$ cat config.mk
export PLATFORM = sky130hd
export DESIGN_NAME = burst_addr_seq
export DESIGN_NICKNAME = d
export VERILOG_FILES = /design/src/rtl/burst_seq_pkg.sv /design/src/rtl/chan_finder.sv /design/src/rtl/step_logic.sv /design/src/rtl/burst_addr_seq.sv
export SDC_FILE = /design/constraint.sdc
export NUM_CORES = 1
export LEC_CHECK = 0
export CAP_MARGIN = 15
export CORE_MARGIN = 2
export CORE_UTILIZATION = 35
export DETAILED_ROUTE_END_ITERATION = 8
export HOLD_SLACK_MARGIN = 0.06
export PLACE_DENSITY_LB_ADDON = 0.12
export SLEW_MARGIN = 10
export SYNTH_ARGS = -nofsm -noshare
export SYNTH_HDL_FRONTEND = slang
export SYNTH_SLANG_ARGS = --single-unit
$ cat constraint.sdc
create_clock -name clk -period 6.6 [get_ports clk]
set_input_delay 0.66 -clock clk [delete_from_list [all_inputs] [get_ports clk]]
set_output_delay 0.66 -clock clk [all_outputs]
set_load 0.03 [all_outputs]
$ cat src/rtl/burst_seq_pkg.sv
package burst_seq_pkg;
  typedef enum logic [2:0] {
    STEP_HOLD      = 3'd0,
    STEP_SAME_LOW  = 3'd1,
    STEP_NEXT_LOW  = 3'd2,
    STEP_NEXT_HIGH = 3'd3,
    STEP_CTRL_INC  = 3'd4
  } step_kind_e;
endpackage

$ cat src/rtl/chan_finder.sv
module chan_finder #(
  parameter int NUM_CH = 8,
  localparam int CH_W = $clog2(NUM_CH)
) (
  input  logic [NUM_CH-1:0] mask,
  input  logic [CH_W-1:0]   cur_ch,
  output logic              found,
  output logic [CH_W-1:0]   next_ch
);
  // Circular search upward from cur_ch+1; offset NUM_CH is cur_ch itself.
  always_comb begin
    found   = 1'b0;
    next_ch = cur_ch;
    for (int off = NUM_CH; off >= 1; off--) begin
      int j;
      logic [CH_W-1:0] jj;
      j = int'(cur_ch) + off;
      if (j >= NUM_CH) j = j - NUM_CH;
      jj = CH_W'(j);
      if (mask[jj]) begin
        found   = 1'b1;
        next_ch = jj;
      end
    end
  end
endmodule

$ cat src/rtl/step_logic.sv
module step_logic
  import burst_seq_pkg::*;
#(
  parameter int NUM_CH = 8,
  parameter int ADDR_W = 5,
  parameter logic [ADDR_W-1:0] CTRL_LAST = 5'h13,
  localparam int CH_W = $clog2(NUM_CH)
) (
  input  logic [ADDR_W-1:0] addr,
  input  logic              mode_10b,
  input  logic              any_active,
  input  logic [CH_W-1:0]   next_ch,
  output logic              in_data,
  output step_kind_e        kind,
  output logic [ADDR_W-1:0] next_addr
);
  localparam int PAD_W = ADDR_W - CH_W - 1;

  function automatic logic [ADDR_W-1:0] pair_addr(input logic [CH_W-1:0] ch,
                                                  input logic low);
    return {{PAD_W{1'b0}}, ch, low};
  endfunction

  assign in_data = (addr >> (CH_W + 1)) == '0;

  always_comb begin
    if (!in_data)
      kind = (addr < CTRL_LAST) ? STEP_CTRL_INC : STEP_HOLD;
    else if (!any_active)
      kind = STEP_HOLD;
    else if (mode_10b && !addr[0])
      kind = STEP_SAME_LOW;
    else if (mode_10b)
      kind = STEP_NEXT_HIGH;
    else
      kind = STEP_NEXT_LOW;
  end

  always_comb begin
    unique case (kind)
      STEP_CTRL_INC:  next_addr = addr + ADDR_W'(1);
      STEP_SAME_LOW:  next_addr = {addr[ADDR_W-1:1], 1'b1};
      STEP_NEXT_HIGH: next_addr = pair_addr(next_ch, 1'b0);
      STEP_NEXT_LOW:  next_addr = pair_addr(next_ch, 1'b1);
      default:        next_addr = addr;
    endcase
  end
endmodule

$ cat src/rtl/burst_addr_seq.sv
module burst_addr_seq
  import burst_seq_pkg::*;
#(
  parameter int NUM_CH = 8,
  parameter int ADDR_W = 5,
  parameter logic [ADDR_W-1:0] CTRL_LAST = 5'h13
) (
  input  logic              clk,
  input  logic              rst_n,
  input  logic              load,
  input  logic [ADDR_W-1:0] load_addr,
  input  logic              advance,
  input  logic [NUM_CH-1:0] chan_mask,
  input  logic              mode_10b,
  output logic [ADDR_W-1:0] addr_q
);
  localparam int CH_W = $clog2(NUM_CH);

  logic              any_active;
  logic [CH_W-1:0]   next_ch;
  logic              in_data;
  step_kind_e        kind;
  logic [ADDR_W-1:0] step_addr;
  logic              load_in_data;
  logic [ADDR_W-1:0] load_value;

  chan_finder #(.NUM_CH(NUM_CH)) u_find (
    .mask    (chan_mask),
    .cur_ch  (addr_q[CH_W:1]),
    .found   (any_active),
    .next_ch (next_ch)
  );

  step_logic #(.NUM_CH(NUM_CH), .ADDR_W(ADDR_W), .CTRL_LAST(CTRL_LAST)) u_step (
    .addr       (addr_q),
    .mode_10b   (mode_10b),
    .any_active (any_active),
    .next_ch    (next_ch),
    .in_data    (in_data),
    .kind       (kind),
    .next_addr  (step_addr)
  );

  assign load_in_data = (load_addr >> (CH_W + 1)) == '0;
  assign load_value   = (load_in_data && !mode_10b) ? {load_addr[ADDR_W-1:1], 1'b1}
                                                    : load_addr;

  always_ff @(posedge clk or negedge rst_n) begin
    if (!rst_n)       addr_q <= '0;
    else if (load)    addr_q <= load_value;
    else if (advance) addr_q <= step_addr;
  end
endmodule

======== Word level (Yosys, flattened, before mapping) ========
Cells that the tools add are included.
word-level totals
  input port bits ......................... 18
  register bits after elaboration ......... 5
  output and inout bits ................... 5
  logic and storage cells ................. 101
cells by class
  $lt $le $gt $ge ......................... 17
  reduce and logical (&&, ||, !) cells .... 11
  add/subtract/negate cells ............... 17
  muxes and demuxes ....................... 49
  equal/unequal tests ..................... 5
operator list
  operator                                                     number
  2-to-1 mux 3 bit                                             20
  less-than comparator 3 x 4 -> 1 bit (second input constant)  8
  >= comparator 4 bit (second input constant)                  7
  binary-select mux 1 bit (select 3 bit)                       8
  subtractor 3 x 1 -> 3 bit (second input constant)            8
  case mux 5 bit (4 select lines)                              1
  2-to-1 mux 1 bit                                             18
  adder 3 x 3 -> 4 bit (second input constant)                 4
  logical NOT 5 bit                                            2
  2-to-1 mux 5 bit                                             2
  adder 3 x 2 -> 4 bit (second input constant)                 2
  == test 3 x 2 -> 1 bit (second input constant)               2
  adder 3 x 4 -> 5 bit (second input constant)                 1
  adder 5 x 1 -> 5 bit (second input constant)                 1
  >= comparator 5 x 4 -> 1 bit (second input constant)         1
  less-than comparator 5 bit (second input constant)           1
  nonzero test 5 bit                                           1
  adder 3 x 1 -> 4 bit (second input constant)                 1
  nonzero test 4 bit                                           1
  == test 3 x 1 -> 1 bit (second input constant)               1
  == test 3 bit (second input constant)                        1
  AND reduction 3 bit                                          1
  logical AND 1 bit                                            2
  logical NOT 1 bit                                            2
  other kinds (3)                                              3

======== Logic depth before layout (Yosys ltp) ========
Gate-level depths: netlist of the first run.
  depth in word-level cells ............... 19
  depth in mapped cells ................... 12
  gate-level depth less buffers ........... 9

======== Cells and area by module ========
A second synthesis of the first run with hierarchy kept.
unflattened totals
  cells, all modules ...................... 127
  area, all modules ....................... 1089.8 um^2
modules (own cells, without submodules)
  module          cells each  sequential area each (um^2)  instances  area an instance (um^2)
  chan_finder     80          0.0                          1          684.4
  burst_addr_seq  22          125.1                        1          246.5
  step_logic      25          0.0                          1          158.9

======== Worst setup path before layout of the first run ========
No wires, ideal clock.
  kind .................................... register to register
  start point ............................. reg addr_q[2]
  end point ............................... reg addr_q[1]
  data arrival time ....................... 3.920 ns
  path slack .............................. 2.569 ns
  cell stages (with the launch flop) ...... 13
  required time ........................... 6.489 ns
  path buffers ............................ 3
  setup time .............................. 0.111 ns
  clock period less this slack ............ 4.031 ns
  cells stage by stage .................... dfrtp_1 -> clkbuf_1 -> buf_1 -> inv_1 -> ha_1 -> buf_6 -> mux4_1 -> mux2_2 -> or4_4 -> o311a_4 -> o22ai_4 -> a211oi_1 -> a222oi_1
between the ends
  word-level cells in the longest chain between the ends .. 19
  elaborated cells between the ends (all ways) .. 78
  those cells by class .................... add/sub: 16; order compare: 9; eq/ne: 5; mux: 46; reduce/logical: 2
ends and longest elaborated chain
  item                                                                       line                  text
  from (decl)                                                                burst_addr_seq.sv:15  output logic [ADDR_W-1:0] addr_q
  from (signal assigned)                                                     burst_addr_seq.sv:50  else if (load) addr_q <= load_value;
  from (signal assigned)                                                     burst_addr_seq.sv:51  else if (advance) addr_q <= step_addr;
  adder 3 x 4 -> 5 bit                                                       chan_finder.sv:17     j = int'(cur_ch) + off;
  >= comparator 5 x 4 -> 1 bit or subtractor 3 x 1 -> 3 bit (tied branches)  chan_finder.sv:18     if (j >= NUM_CH) j = j - NUM_CH;
  2-to-1 mux 3 bit                                                           chan_finder.sv:18
  binary-select mux 1 bit (select 3 bit)                                     chan_finder.sv:20     if (mask[jj]) begin
  2-to-1 mux 1 bit (implied by the code)                                     chan_finder.sv:20
  2-to-1 mux 1 bit (8 in a row)                                              chan_finder.sv:20
  2-to-1 mux 3 bit                                                           step_logic.sv:29      else if (!any_active)
  2-to-1 mux 3 bit                                                           step_logic.sv:27      if (!in_data)
  == test 3 x 2 -> 1 bit, or another cell as far along                       step_logic.sv:40      unique case (kind)
  case mux 5 bit (4 select lines)                                            step_logic.sv:40
  2-to-1 mux 5 bit                                                           burst_addr_seq.sv:51
  2-to-1 mux 5 bit                                                           burst_addr_seq.sv:50
Parallel ways exist; a longest one is shown, timed or not. The select of a mux whose other input is x is not followed.
A chain may end at the register's enable or synchronous reset.

======== Worst setup path in the final report of the first run ========
Same ends and word-level chain as after synthesis.

==> impl_results.md, run 1 <==
* Initial antenna violation count at 0
* Global-route usage over all layers at 0.187
* Post-route ant nets at 0
* Fin. Hold Viols at 0
* Area delta synth->final at 20.4%
* Routed wl met3 at between 150 and 200 um
* Clock transition at the registers of the reported paths at around 0.03 ns
* Ant. Diodes at 0
* Top reg by flops: addr_q
* Via count at about 1300
* Compound-gate portion of the synthesized area at 0.223
* Die Width at between 60 and 70 um
* Critical path's slowest cell: dfrtp_1
* Total power at 822 uW
* Hold WC Path Type: flip-flop to flip-flop
* Detailed Place HPWL at between 2 and 3 mm
* Core region area at 3720 um^2
* Fill cells at 370
* CTS H-tree lvls at 1
* RR Startpoint: addr_q[2]
* Buffers on Ports at 22
* Xor/xnor cell area share of the yosys netlist at 0.0256
* Crit path launch type: flip-flop
* Clock sinks at 5
* Worst rel slew slack at 0.422
* Sequential share of the synthesized area at 0.0914
* Hold buffers post-CTS at 0
* Hold endpoint: addr_q[4]
* Fraction of layout instances using a drive strength above 1 at 0.207
* Worst hold path cell count at 2
* Worst path max stage delay at roughly 0.88 ns
* Post-synthesis simple-gate area fraction at 0.130
* CP Max Fanout at 21
* Post-synthesis adder-cell area fraction at 0.0457
* Ys Warns at 0
* PostCTS Resize Cnt at 0
* Initial DRC count at 49
* Cell Rows at 22
* I/O pin count at 23
* Initial Util at 0.368
* Period utilization at 0.625
* Synth Instances at ~150
* Hold_ws at 0.556 ns
* Unrepaired setup endpoints after global routing: false
* Syn_area_per_cell at approximately 9 um^2
* Maxcap violations at 0
* Crit path kind: flip-flop to flip-flop
* Final setup fails at 0
* Pin count of the biggest net entering global routing at 22
* Critical Path AT at around 4.2 ns
* Clock root buffer: clkbuf_8
* Biggest regs: addr_q x5
* Fin worst setup slack at about 2.5 ns
* Crit. End Element: flip-flop
* TNS Setup at 0 ns
* Cell Area, Placed at between 1500 and 2000 um^2
* Critical Path RT at around 6.7 ns
* Met2 wire len at about 1.7 mm
* Top sig layer: met4
* DRT Wirelength at around 3.7 mm
* Worst Min Path Start: addr_q[4]
* Final slew viol count at 0
* Die Ht at roughly 67 um
* Global-route wire length before repair at roughly 6.3 mm
* Largest register FFs at 5
* Crit-path cells: inv_1 > ha_1 > mux4_1 > mux2_2 > or4_4 > o311a_4 > o22ai_4 > a211oi_1 > a222oi_1
* Synthesized net count at approximately 170
* Pwr Density at 499 nW/um^2
* Cts bufs inserted at 3
* Nets at roughly 190
* CTS tree: yes
* Vias per cell at approximately 6.0
* Min Tclk post-route at slightly above 4 ns
* Post-CTS Setup Inserts at 0
* Routed len/inst at between 15 and 20 um
* Worst vdd ir at around 0.15 mV
* Combinational family with the most area after synthesis: multiplexers
* Die area at between 4000 and 5000 um^2
* Clock buffer depth at 2
* Yosys cell types at 40
* Cell area after layout at around 1600 um^2
* Proportion of synthesized area in mux cells at 0.418
* Grt total ovfl at 0
* Peak Freq at roughly 0.24 GHz
* Router iterations before antenna repair at 6
* P_leak at ~0.62 nW
* DRC at 0
* R2R depth at 9
* Clock latency reported for the late side of the worst-skew pair at approximately 0.22 ns
* Synthesized cell area at roughly 1400 um^2
* Routability congestion estimate at between 0.8 and 0.9
* M1 WL at approximately 1.7 mm
* Flop2flop setup slack at ~2.5 ns
* Post-Place Setup Slack at around 2.4 ns
* Clock Skew at 0.000448 ns
* Yosys reg bits at 5
* Status: completed
* Worst-Margin Slew at a little under 0.9 ns
* R2R Path End: addr_q[1]
* Vias in the first global route at 1223
## critical path: cells and delay by family, from the launching register on
family,cells,cell delay (ns)
AOI/OAI and AO/OA,4,0.99
adders and majority gates,1,0.65
buffers and inverters,1,0.28
DFF,1,0.88
muxes,2,0.65
and+or+nand+nor,1,0.55
## cell usage in the layout (no fill, tap or decap), types with 6 or more instances in the layout
| master | netlist | layout |
|---|---|---|
| mux4_2 | 14 | 14 |
| a21oi_1 | 14 | 14 |
| mux2_2 | 11 | 11 |
| clkdlybuf4s50_1 | 0 | 22 |
| nand2_1 | 11 | 11 |
| a211oi_1 | 6 | 6 |
| mux2i_1 | 8 | 8 |
| inv_1 | 11 | 11 |
## cell families (layout without fill, tap and decap cells)
logic type,after synthesis,count (layout)
flip-flops,5,5
AND/OR/NAND/NOR,35,35
multiplexers,35,35
XOR/XNOR,4,4
buffers and inverters,22,38
AO/OA/AOI/OAI,42,42
adder cells (fa/ha/maj),5,5
## final cells by class
type,count,area [um^2],share of cell area
clock buffer,4,45.0,0.0273
tap,48,60.1,0.0364
timing repair buffer,22,220,0.134
sequential,5,125,0.0759
inverter,12,45.0,0.0273
multi-input combinational,121,1150,0.699
## cell usage after synthesis (all sizes together)
library cell | n | area share
o21ai | 3 | 0.011
or4 | 1 | 0.0082
xor2 | 2 | 0.013
nor2b | 3 | 0.014
clkbuf | 5 | 0.014
nand2 | 11 | 0.030
dfrtp | 5 | 0.091
inv | 12 | 0.033
o311a | 1 | 0.016
o211ai | 5 | 0.027
o2111ai | 1 | 0.0064
a222oi | 1 | 0.0073
mux4 | 16 | 0.27
o31ai | 1 | 0.0091
nand2b | 3 | 0.014
ha | 5 | 0.046
mux2i | 8 | 0.059
mux2 | 11 | 0.090
o311ai | 1 | 0.0064
or2b | 1 | 0.0055
a21oi | 14 | 0.051
a211oi | 6 | 0.033
or2 | 1 | 0.0046
and3 | 2 | 0.0091
nor3b | 1 | 0.0055
a211o | 1 | 0.0064
o22ai | 5 | 0.033
a21boi | 2 | 0.011
nor2 | 5 | 0.014
xnor2 | 2 | 0.013
nor3 | 2 | 0.0073
a21o | 1 | 0.0055
buf | 5 | 0.020
nand3 | 5 | 0.018
## per-layer routing
| layer | up-vias | GRT usage |
|---|---|---|
| met3 | 6 | 0.0338 |
| li1 | 615 | - |
| met5 | - | 0 |
| met1 | 619 | 0.256 |
| met2 | 42 | 0.300 |
| met4 | 0 | 0.0587 |
## power breakdown
group / internal (mW) / total (mW) / switching, mW
sequential: 0.0409 / 0.0983 / 0.0573
clock: 0.0415 / 0.0572 / 0.0157
combinational: 0.326 / 0.667 / 0.341
total: 0.408 / 0.822 / 0.414
## worst max path at each step
stage	from	endpoint	slack (ns)	cells after the start
final	addr_q[2]	addr_q[1]	2.48	9
after global routing	addr_q[1]	addr_q[1]	2.17	9
after CTS	addr_q[1]	addr_q[1]	2.43	9
after detailed placement	addr_q[1]	addr_q[1]	2.45	9
after global placement	addr_q[1]	addr_q[1]	2.54	9
after floorplan	addr_q[2]	addr_q[1]	2.57	12
## metrics by stage
step                 util  cells
floorplan               -    148
global placement    0.431    208
detailed placement  0.431    208
CTS                 0.443    212
global route        0.443    212
finish              0.443    212
Note: power is estimated with default switching activity, not from simulation.
==> run 2: changes to the inputs <==
==> constraint.sdc (replaced) <==
create_clock -name clk -period 4.2 [get_ports clk]
set_input_delay 0.42 -clock clk [delete_from_list [all_inputs] [get_ports clk]]
set_output_delay 0.42 -clock clk [all_outputs]
set_load 0.03 [all_outputs]
==> run 2 against run 1 <==
  * Power up 61%
  * Cell count rose by 0.94%
  * Register-to-register slack lost 1.9 ns
  * Count of clock-buffer cells in the layout unchanged
  * Critical path type unchanged
  * Critical endpoint unchanged
  * Global-route usage up 0.54 points
==> impl_results.md, run 2 (synthesized netlist as in run 1, its figures left out) <==
* Worst vdd ir at 0.252 mV
* Global-route wire length before repair at around 6.5 mm
* DRC at 0
* Routed len/inst at 18.4 um
* Crit path kind: flip-flop to flip-flop
* Top reg by flops: addr_q
* Crit. End Element: flip-flop
* Period utilization at 0.852
* Layout Cells excl Fill at about 210
* CTS H-tree lvls at 1
* Switching power at about 670 uW
* Grt total ovfl at 0
* DRT Wirelength at around 3.9 mm
* CTS tree: yes
* RR Startpoint: addr_q[1]
* Clock sinks at 5
* Largest register FFs at 5
* Router iterations before antenna repair at 4
* Clock latency reported for the late side of the worst-skew pair at 0.23 ns
* Unrepaired setup endpoints after global routing: false
* Part of the power in combinational logic at 0.859
* Most common cell after layout, fill and taps aside: clkdlybuf4s50_1
* Worst setup startpoint: addr_q[1]
* Clock power share at 0.070
* Fill cells at roughly 360
* Clock Skew at about 0.0032 ns
* Post-CTS Setup Inserts at 0
* Sw frac at 0.507
* Initial Util at 0.368
* Most frequent cells in the layout: clkdlybuf4s50_1, mux4_2, a21oi_1
* Routability congestion estimate at around 0.82
* Pin count of the biggest net entering global routing at 21
* Fin. Hold Viols at 0
* Die Width at approximately 67 um
* Hold buffers post-CTS at 0
* Initial DRC count at 52
* Critical Path AT at around 3.7 ns
* Die area at about 4400 um^2
* Vias in the first global route at approximately 1300
* Flop pwr share at 0.071
* Inst Count DP at 210
* Cell Rows at 22
* Detailed Place HPWL at just under 3 mm
* Die Ht at ~67 um
* Biggest regs: addr_q x5
* Hold WC Path Type: input pin to asynchronous set/reset pin
* Critical Path RT at around 4.3 ns
* Final slew viol count at 0
* I/O pin count at 23
* Clock root buffer: clkbuf_8
* TNS Setup at 0 ns
* Core region area at between 3000 and 4000 um^2
* Worst rel slew slack at 0.626
* Clock transition at the registers of the reported paths at around 0.040 ns
* Area delta synth->final at 21.5%
* Maxcap violations at 0
* PostCTS Resize Cnt at 0
* Pwr Density at approximately 800 nW/um^2
* Buffers on Ports at 22
* Initial antenna violation count at 0
* P_leak at approximately 0.63 nW
* Peak Freq at 0.280 GHz
* CP Max Fanout at 9
* Post-route ant nets at 0
* R2R depth at 9
* Min Tclk post-route at about 3.6 ns
* Global-route usage over all layers at 0.193
* Via count at 1319
* Cts bufs inserted at 3
* Ant. Diodes at 0
* Int Pwr at 654 uW
* Status: completed
* Final setup fails at 0
* Nets at 190
* Worst-Margin Slew at about 0.56 ns
* Crit path launch type: flip-flop
* Vias per cell at just over 6
* Fraction of layout instances using a drive strength above 1 at 0.217
* Clock buffer depth at 2
## run 2: cell count changes in the layout (fill, tap and decap cells not counted)
cell | before | now
buf_4 | 0 | 2
## run 2: cell type report
cell class                      instances  area, um^2  share of cell area
Clock buffer                            4        45.0              0.0271
Inverter                               12        45.0              0.0271
Multi-Input combinational cell        121        1150               0.693
Sequential cell                         5         125              0.0752
Tap cell                               48        60.1              0.0361
Timing Repair Buffer                   24         235               0.141
## run 2: final timing paths
| check | end | slack [ns] |
|---|---|---|
| setup / recovery | addr_q[1] | 0.62 |
| hold / removal | addr_q[2] | 0.42 |
| setup reg to reg | addr_q[1] | 0.62 |
| hold reg to reg | addr_q[4] | 0.58 |
| max in group asynchronous | addr_q[0] | 3.58 |
| min in group clk | addr_q[4] | 0.58 |
## run 2: power groups by stage
stage | Sequential (mW) | Clock [mW] | Combinational (mW)
final | 0.0946 | 0.0926 | 1.14
after global routing | 0.0973 | 0.0959 | 1.24
after CTS | 0.0941 | 0.0931 | 1.13
after detailed placement | 0.0947 | 0 | 1.13
after global placement | 0.0942 | 0 | 1.12
after floorplan | 0.119 | 0 | 0.860
## run 2: per-layer routing
| metal | global-route usage | part of all wire |
|---|---|---|
| met2 | 0.360 | 0.53 |
| met5 | 0 | 0 |
| met4 | 0.0536 | 0.0056 |
| met3 | 0.0169 | 0.027 |
| met1 | 0.234 | 0.44 |
## run 2: critical path, cell delays in order (launching register included)
cell and delay (ns):
dfrtp_1 0.39, inv_2 0.17, ha_1 0.40, mux4_1 0.61
mux2_2 0.29, or4_4 0.55, o311a_4 0.42, o22ai_4 0.20
a211oi_1 0.09, a222oi_1 0.32
## run 2: stage by stage
stage,hold slack [ns],instance area [um^2],power (mW),utilization,setup WS (ns)
floorplan,0.124,1370,0.979,-,0.169
global placement,0.575,1620,1.22,0.435,0.728
detailed placement,0.571,1620,1.23,0.435,0.638
CTS,0.431,1660,1.32,0.447,0.636
global route,0.446,1660,1.43,0.447,0.446
finish,0.420,1660,1.33,0.447,0.623
